File: src/rtl/msgfifo_pkg.sv
`timescale 1ns/1ps
package msgfifo_pkg;
  localparam int STAT_W = 8;
  localparam int MASK_W = 5;

  typedef enum logic [1:0] {
    RX_LOW  = 2'b00,
    RX_HALF = 2'b01,
    RX_FULL = 2'b10,
    RX_OVF  = 2'b11
  } rx_code_e;

  typedef enum logic [1:0] {
    TX_HIGH = 2'b00,
    TX_LOW  = 2'b01,
    TX_OVF  = 2'b10,
    TX_UNF  = 2'b11
  } tx_code_e;

  typedef struct packed {
    logic       vld;
    logic [1:0] code;
  } evt_t;
endpackage

File: src/rtl/byte_fifo.sv
`timescale 1ns/1ps
module byte_fifo #(
  parameter int DW    = 8,
  parameter int DEPTH = 128,
  localparam int AW   = $clog2(DEPTH),
  localparam int CW   = AW + 1
) (
  input  logic          clk,
  input  logic          rst_n,
  input  logic          wr_en,
  input  logic [DW-1:0] wr_data,
  input  logic          rd_en,
  output logic [DW-1:0] rd_data,
  output logic [CW-1:0] cnt,
  output logic          wr_ok,
  output logic          rd_ok,
  output logic          ovf,
  output logic          unf
);
  localparam logic [CW-1:0] FULL_C = CW'(DEPTH);
  localparam logic [AW-1:0] LAST_C = AW'(DEPTH - 1);

  logic [DW-1:0] mem [DEPTH];
  logic [AW-1:0] wr_ptr_q, wr_ptr_d, rd_ptr_q, rd_ptr_d;
  logic [CW-1:0] cnt_q, cnt_d;
  logic          full, empty;

  assign full  = (cnt_q == FULL_C);
  assign empty = (cnt_q == '0);
  assign wr_ok = wr_en & ~full;
  assign rd_ok = rd_en & ~empty;
  assign ovf   = wr_en & full;
  assign unf   = rd_en & empty;
  assign cnt   = cnt_q;
  assign rd_data = empty ? '0 : mem[rd_ptr_q];

  always_comb begin
    wr_ptr_d = wr_ptr_q;
    rd_ptr_d = rd_ptr_q;
    cnt_d    = cnt_q;
    if (wr_ok) wr_ptr_d = (wr_ptr_q == LAST_C) ? '0 : wr_ptr_q + 1'b1;
    if (rd_ok) rd_ptr_d = (rd_ptr_q == LAST_C) ? '0 : rd_ptr_q + 1'b1;
    if (wr_ok && !rd_ok)      cnt_d = cnt_q + 1'b1;
    else if (!wr_ok && rd_ok) cnt_d = cnt_q - 1'b1;
  end

  always_ff @(posedge clk or negedge rst_n) begin
    if (!rst_n) begin
      wr_ptr_q <= '0;
      rd_ptr_q <= '0;
      cnt_q    <= '0;
    end else begin
      if (wr_ok) wr_ptr_q <= wr_ptr_d;
      if (rd_ok) rd_ptr_q <= rd_ptr_d;
      if (wr_ok ^ rd_ok) cnt_q <= cnt_d;
    end
  end

  always_ff @(posedge clk) begin
    if (wr_ok) mem[wr_ptr_q] <= wr_data;
  end
endmodule

File: src/rtl/fifo_watch.sv
`timescale 1ns/1ps
module fifo_watch
  import msgfifo_pkg::*;
#(
  parameter int DEPTH = 128,
  parameter bit IS_TX = 1'b0,
  localparam int CW   = $clog2(DEPTH) + 1
) (
  input  logic [CW-1:0] cnt,
  input  logic          wr_ok,
  input  logic          rd_ok,
  input  logic          ovf,
  input  logic          unf,
  input  logic          eom,
  input  logic          msg_done,
  input  logic          svc_sel,
  output evt_t          evt,
  output logic          svc_evt
);
  localparam logic [CW-1:0] FULL_C = CW'(DEPTH);
  localparam logic [CW-1:0] HALF_C = CW'(DEPTH / 2);

  logic [CW-1:0] cnt_nxt;

  always_comb begin
    cnt_nxt = cnt;
    if (wr_ok && !rd_ok)      cnt_nxt = cnt + 1'b1;
    else if (!wr_ok && rd_ok) cnt_nxt = cnt - 1'b1;
  end

  if (IS_TX) begin : g_tx
    always_comb begin
      evt = '0;
      if (unf && !eom) begin
        evt.vld  = 1'b1;
        evt.code = TX_UNF;
      end else if (ovf) begin
        evt.vld  = 1'b1;
        evt.code = TX_OVF;
      end else if (cnt >= HALF_C && cnt_nxt < HALF_C) begin
        evt.vld  = 1'b1;
        evt.code = TX_LOW;
      end
      svc_evt = svc_sel ? (cnt > HALF_C && cnt_nxt == HALF_C) : msg_done;
    end
  end else begin : g_rx
    logic unused_rx;
    assign unused_rx = &{1'b0, unf, eom, msg_done, svc_sel};
    always_comb begin
      evt = '0;
      if (ovf) begin
        evt.vld  = 1'b1;
        evt.code = RX_OVF;
      end else if (cnt != FULL_C && cnt_nxt == FULL_C) begin
        evt.vld  = 1'b1;
        evt.code = RX_FULL;
      end else if (cnt < HALF_C && cnt_nxt >= HALF_C) begin
        evt.vld  = 1'b1;
        evt.code = RX_HALF;
      end
      svc_evt = 1'b0;
    end
  end
endmodule

File: src/rtl/stat_latch.sv
`timescale 1ns/1ps
module stat_latch
  import msgfifo_pkg::*;
(
  input  logic              clk,
  input  logic              rst_n,
  input  evt_t              rx_evt,
  input  evt_t              tx_evt,
  input  logic              svc_evt,
  input  logic              rd,
  input  logic [MASK_W-1:0] mask,
  output logic [STAT_W-1:0] word,
  output logic              irq_n
);
  logic [1:0] rx_q, rx_d, tx_q, tx_d;
  logic       svc_q, svc_d;
  logic       rx_en, tx_en, svc_en;

  always_comb begin
    rx_en  = rx_evt.vld | rd;
    tx_en  = tx_evt.vld | rd;
    svc_en = svc_evt | rd;
    rx_d   = rx_evt.vld ? rx_evt.code : 2'b00;
    tx_d   = tx_evt.vld ? tx_evt.code : 2'b00;
    svc_d  = svc_evt;
  end

  always_ff @(posedge clk or negedge rst_n) begin
    if (!rst_n) begin
      rx_q  <= 2'b00;
      tx_q  <= 2'b00;
      svc_q <= 1'b0;
    end else begin
      if (rx_en)  rx_q  <= rx_d;
      if (tx_en)  tx_q  <= tx_d;
      if (svc_en) svc_q <= svc_d;
    end
  end

  assign word  = {{(STAT_W - MASK_W){1'b0}}, rx_q, tx_q, svc_q};
  assign irq_n = ~|(word[MASK_W-1:0] & mask);
endmodule

File: src/rtl/msg_fifo_irq.sv
`timescale 1ns/1ps
module msg_fifo_irq
  import msgfifo_pkg::*;
#(
  parameter int DW    = 8,
  parameter int DEPTH = 128,
  localparam int CW   = $clog2(DEPTH) + 1
) (
  input  logic              clk,
  input  logic              rst_n,
  input  logic              rx_wr_en,
  input  logic [DW-1:0]     rx_wr_data,
  input  logic              rx_rd_en,
  output logic [DW-1:0]     rx_rd_data,
  input  logic              tx_wr_en,
  input  logic [DW-1:0]     tx_wr_data,
  input  logic              tx_rd_en,
  output logic [DW-1:0]     tx_rd_data,
  input  logic              tx_eom,
  input  logic              msg_done,
  input  logic              svc_sel,
  input  logic [MASK_W-1:0] irq_mask,
  input  logic              stat_rd,
  output logic [STAT_W-1:0] stat_data,
  output logic              irq_n
);
  logic [1:0]    rst_pipe;
  logic          rst_int_n;
  logic [CW-1:0] rx_cnt, tx_cnt;
  logic          rx_wr_ok, rx_rd_ok, rx_ovf, rx_unf;
  logic          tx_wr_ok, tx_rd_ok, tx_ovf, tx_unf;
  evt_t          rx_evt, tx_evt;
  logic          rx_svc, tx_svc;

  always_ff @(posedge clk or negedge rst_n) begin
    if (!rst_n) rst_pipe <= 2'b00;
    else        rst_pipe <= {rst_pipe[0], 1'b1};
  end
  assign rst_int_n = rst_pipe[1];

  byte_fifo #(.DW(DW), .DEPTH(DEPTH)) u_rx_fifo (
    .clk(clk), .rst_n(rst_int_n),
    .wr_en(rx_wr_en), .wr_data(rx_wr_data),
    .rd_en(rx_rd_en), .rd_data(rx_rd_data),
    .cnt(rx_cnt), .wr_ok(rx_wr_ok), .rd_ok(rx_rd_ok),
    .ovf(rx_ovf), .unf(rx_unf)
  );

  byte_fifo #(.DW(DW), .DEPTH(DEPTH)) u_tx_fifo (
    .clk(clk), .rst_n(rst_int_n),
    .wr_en(tx_wr_en), .wr_data(tx_wr_data),
    .rd_en(tx_rd_en), .rd_data(tx_rd_data),
    .cnt(tx_cnt), .wr_ok(tx_wr_ok), .rd_ok(tx_rd_ok),
    .ovf(tx_ovf), .unf(tx_unf)
  );

  fifo_watch #(.DEPTH(DEPTH), .IS_TX(1'b0)) u_rx_watch (
    .cnt(rx_cnt), .wr_ok(rx_wr_ok), .rd_ok(rx_rd_ok),
    .ovf(rx_ovf), .unf(rx_unf), .eom(1'b0),
    .msg_done(1'b0), .svc_sel(1'b0),
    .evt(rx_evt), .svc_evt(rx_svc)
  );

  fifo_watch #(.DEPTH(DEPTH), .IS_TX(1'b1)) u_tx_watch (
    .cnt(tx_cnt), .wr_ok(tx_wr_ok), .rd_ok(tx_rd_ok),
    .ovf(tx_ovf), .unf(tx_unf), .eom(tx_eom),
    .msg_done(msg_done), .svc_sel(svc_sel),
    .evt(tx_evt), .svc_evt(tx_svc)
  );

  stat_latch u_stat (
    .clk(clk), .rst_n(rst_int_n),
    .rx_evt(rx_evt), .tx_evt(tx_evt),
    .svc_evt(tx_svc | rx_svc), .rd(stat_rd),
    .mask(irq_mask), .word(stat_data), .irq_n(irq_n)
  );
endmodule


File: config.mk
export PLATFORM = sky130hd
export DESIGN_NAME = msg_fifo_irq
export DESIGN_NICKNAME = d
export VERILOG_FILES = /design/src/rtl/msgfifo_pkg.sv /design/src/rtl/byte_fifo.sv /design/src/rtl/fifo_watch.sv /design/src/rtl/stat_latch.sv /design/src/rtl/msg_fifo_irq.sv
export SDC_FILE = /design/constraint.sdc
export NUM_CORES = 2
export LEC_CHECK = 0
export BUFFER_PORTS_ARGS = -buffer_cell sky130_fd_sc_hd__clkbuf_2
export CORE_AREA = 2 2 461 463
export CTS_BUF_LIST = sky130_fd_sc_hd__clkbuf_2 sky130_fd_sc_hd__clkbuf_4 sky130_fd_sc_hd__clkbuf_8
export DETAILED_ROUTE_END_ITERATION = 12
export DIE_AREA = 0 0 463 465
export SYNTH_ARGS = -nofsm -noshare
export SYNTH_HDL_FRONTEND = slang
export SYNTH_HIERARCHICAL = 1
export SYNTH_SLANG_ARGS = --single-unit
export TNS_END_PERCENT = 30
File: constraint.sdc
create_clock -name clk -period 2.2 [get_ports clk]
set_input_delay 0.11 -clock clk [delete_from_list [all_inputs] [get_ports clk]]
set_output_delay 0.11 -clock clk [all_outputs]
set_load 0.01 [all_outputs]
==> impl_metrics.tcl <==
set metrics [dict create \
    critPathLaunchType "flip-flop" \
    place_congestion 0.859 \
    tritoncts "built" \
    cts_buffers 357 \
    timing.final.crit_period_ns 3.92 \
    cts-root-buf "clkbuf_8" \
    cp_max_fo 8 \
    place_ws_ns -1.18 \
    rows 169 \
    initialDrtViolationCount 4353 \
    max_freq_ghz 0.255 \
    area_growth_pct 24.3 \
    die-area_mm2 0.215 \
    cp_cell_sequence "buf_8 -> buf_6 -> buf_12 -> clkbuf_16 -> buf_6 -> mux4_2 -> a22oi_2 -> a311o_1 -> a311oi_4 -> buf_4 -> buf_6" \
    crit_start "u_tx_fifo/rd_ptr_q[0]" \
    drcViolationCount 0 \
    rrSetupSlack_ns -1.00 \
    initial_core_util_pct 39.7 \
    viasPerCell 5.44 \
    ir_worst_vdd_mv 1.16 \
    dieHeight_um 465 \
    layout_commonest_cell "edfxtp_1" \
    worstSetupEndpointType "output pin" \
    final_cell_mix "edfxtp_1 (2048), buf_4 (550), mux4_2 (385), clkbuf_8 (369), mux2i_1 (268)" \
    synth_warnings 6 \
    drv_slew 0 \
    insertion_delay_ns 1.10 \
    critical_path.slowest_cell "dfrtp_4" \
    hold_violations 0 \
    wirelength_um 214000 \
    max_stage_delay_ns 0.50 \
    maxCapViolCount 0 \
    io_pins 56 \
    overflow 0 \
    setup_ws_ns -1.72 \
    maxSlewHeadroom_pct 32.2 \
    status "finished, violations left" \
    arrival_ns 3.81 \
    finalClockSkew_ns 0.127 \
    timing.rr.end "u_tx_fifo/cnt[7]" \
    grt_pass1_wl_um 310000 \
    worst_hold_path_type "input pin to flip-flop" \
    path_delay_family "buffers and inverters" \
    cts_sinks 2099 \
    vias 45515 \
    dp.cells 7570 \
    synthesis.instances 4307 \
    critical_path_depth 11 \
    crit_end "tx_rd_data[1]" \
    r2r_start "u_tx_fifo/cnt[0]" \
    netlist_area_mm2 0.0837 \
    violations "negative setup slack" \
    htree_num_levels 5 \
    port_buffers 52 \
    worstSetupPathType "flip-flop to output pin" \
    final_cells 8369 \
    power.density_mw_per_mm2 1150 \
    cp.buffers_inverters 7 \
    ant_nets 0 \
    path_clk_slew_ns 0.06 \
    dr.pass1.iters 8 \
    hpwlAfterDp_um 134000 \
    fin_nets 5346 \
    grt_util_all_layers_pct 19.4 \
    crit_top_cell "buf_6" \
    drive_above_1_share_pct 39.7 \
    clock_path_buffers 4 \
    p_leak_nw 34.4 \
    min_period_over_period_pct 178 \
    grt_start_max_net_pins 129 \
    syn_area_per_cell_um2 19.4 \
    rr_worst_depth 12 \
    antenna_found_initial 3 \
    tightestPinTransition_ns 1.01 \
    fp.dieW_um 463 \
    core_mm2 0.211 \
    wl_per_cell_um 25.6 \
    grt_pass1_vias 45947 \
    setup_viol 2070 \
    cp_data_required_time_ns 2.09 \
    rsz0062_at_grt "yes" \
]
## where the power goes
| group | switching, W | internal, W |
|---|---|---|
| combinational | 0.0223 | 0.0188 |
| sequential | 0.000584 | 0.0450 |
| clock | 0.0151 | 0.0182 |
## cell type report
class | count | area [µm²]
inverter | 33 | 144
multi-input combinational | 1934 | 21900
fill | 17199 | 107000
tap | 2821 | 3530
sequential | 2099 | 62800
timing repair buffer | 863 | 8990
clock inverter | 119 | 656
antenna | 4 | 10.0
clock buffer | 496 | 6030
## worst register-to-register path, cell delays in order, from the launching register on
cell      delay, ns
dfrtp_1        0.38
or4_4          0.58
o31a_1         0.30
buf_6          0.14
ha_4           0.17
inv_6          0.08
ha_4           0.21
a21oi_4        0.19
a21boi_4       0.08
o21a_1         0.23
o41ai_2        0.36
mux2i_1        0.26
xnor2_1        0.13
## per-layer routing
metal | vias up | track usage, % | wire length (µm)
met4 | 0 | 5.57 | 5830
met1 | 23857 | 27.5 | 91600
met2 | 1649 | 30.7 | 102000
met3 | 349 | 3.75 | 14900
met5 | - | 0 | 0
li1 | 19660 | - | -
## worst min path at each step
stage                  start                   end  depth (start not counted)
3_5_place_dp           rst_n           rst_pipe[0]                          1
4_1_cts        rx_wr_data[1]  u_rx_fifo/mem[38][1]                          2
3_3_place_gp           rst_n           rst_pipe[0]                          1
2_1_floorplan          rst_n           rst_pipe[0]                          0
6_report       rx_wr_data[5]  u_rx_fifo/mem[97][5]                          2
5_1_grt        rx_wr_data[1]  u_rx_fifo/mem[38][1]                          2
## flip-flops by register name (all words and copies together), names as in the netlist
register            cells
u_rx_fifo/mem        1024
u_tx_fifo/mem        1024
u_rx_fifo/cnt           8
u_tx_fifo/cnt           8
u_rx_fifo/rd_ptr_q      7
u_rx_fifo/wr_ptr_q      7
u_tx_fifo/rd_ptr_q      7
u_tx_fifo/wr_ptr_q      7
rst_pipe                2
u_stat/rx_q             2
u_stat/tx_q             2
u_stat/svc_q            1
## per-stage QoR
| stage | util, % | instance area, µm² | setup TNS (ns) | power (W) | hold WS, ns |
|---|---|---|---|---|---|
| floorplan | - | 84300 | -96.70 | 0.0641 | -0.186 |
| global placement | 43.8 | 92400 | -688.67 | 0.0805 | -0.101 |
| detailed placement | 43.8 | 92400 | -758.48 | 0.0807 | -0.103 |
| CTS | 48.2 | 102000 | -729.19 | 0.118 | 0.0173 |
| global route | 49.3 | 104000 | -734.62 | 0.125 | 0.0794 |
| finish | 49.3 | 104000 | -563.65 | 0.120 | 0.110 |
## what timing repair did
item / 4_1_cts / 5_1_grt
resized for setup: 364 / 327
hold endpoints to repair: 2099 / 0
gates cloned: 10 / 11
pin swaps: 89 / 124
hold buffers: 36 / 0
buffers inserted: 57 / 89
endpoints found under the setup margin: 2090 / 2096
Power figures use the tool's default switching activity.
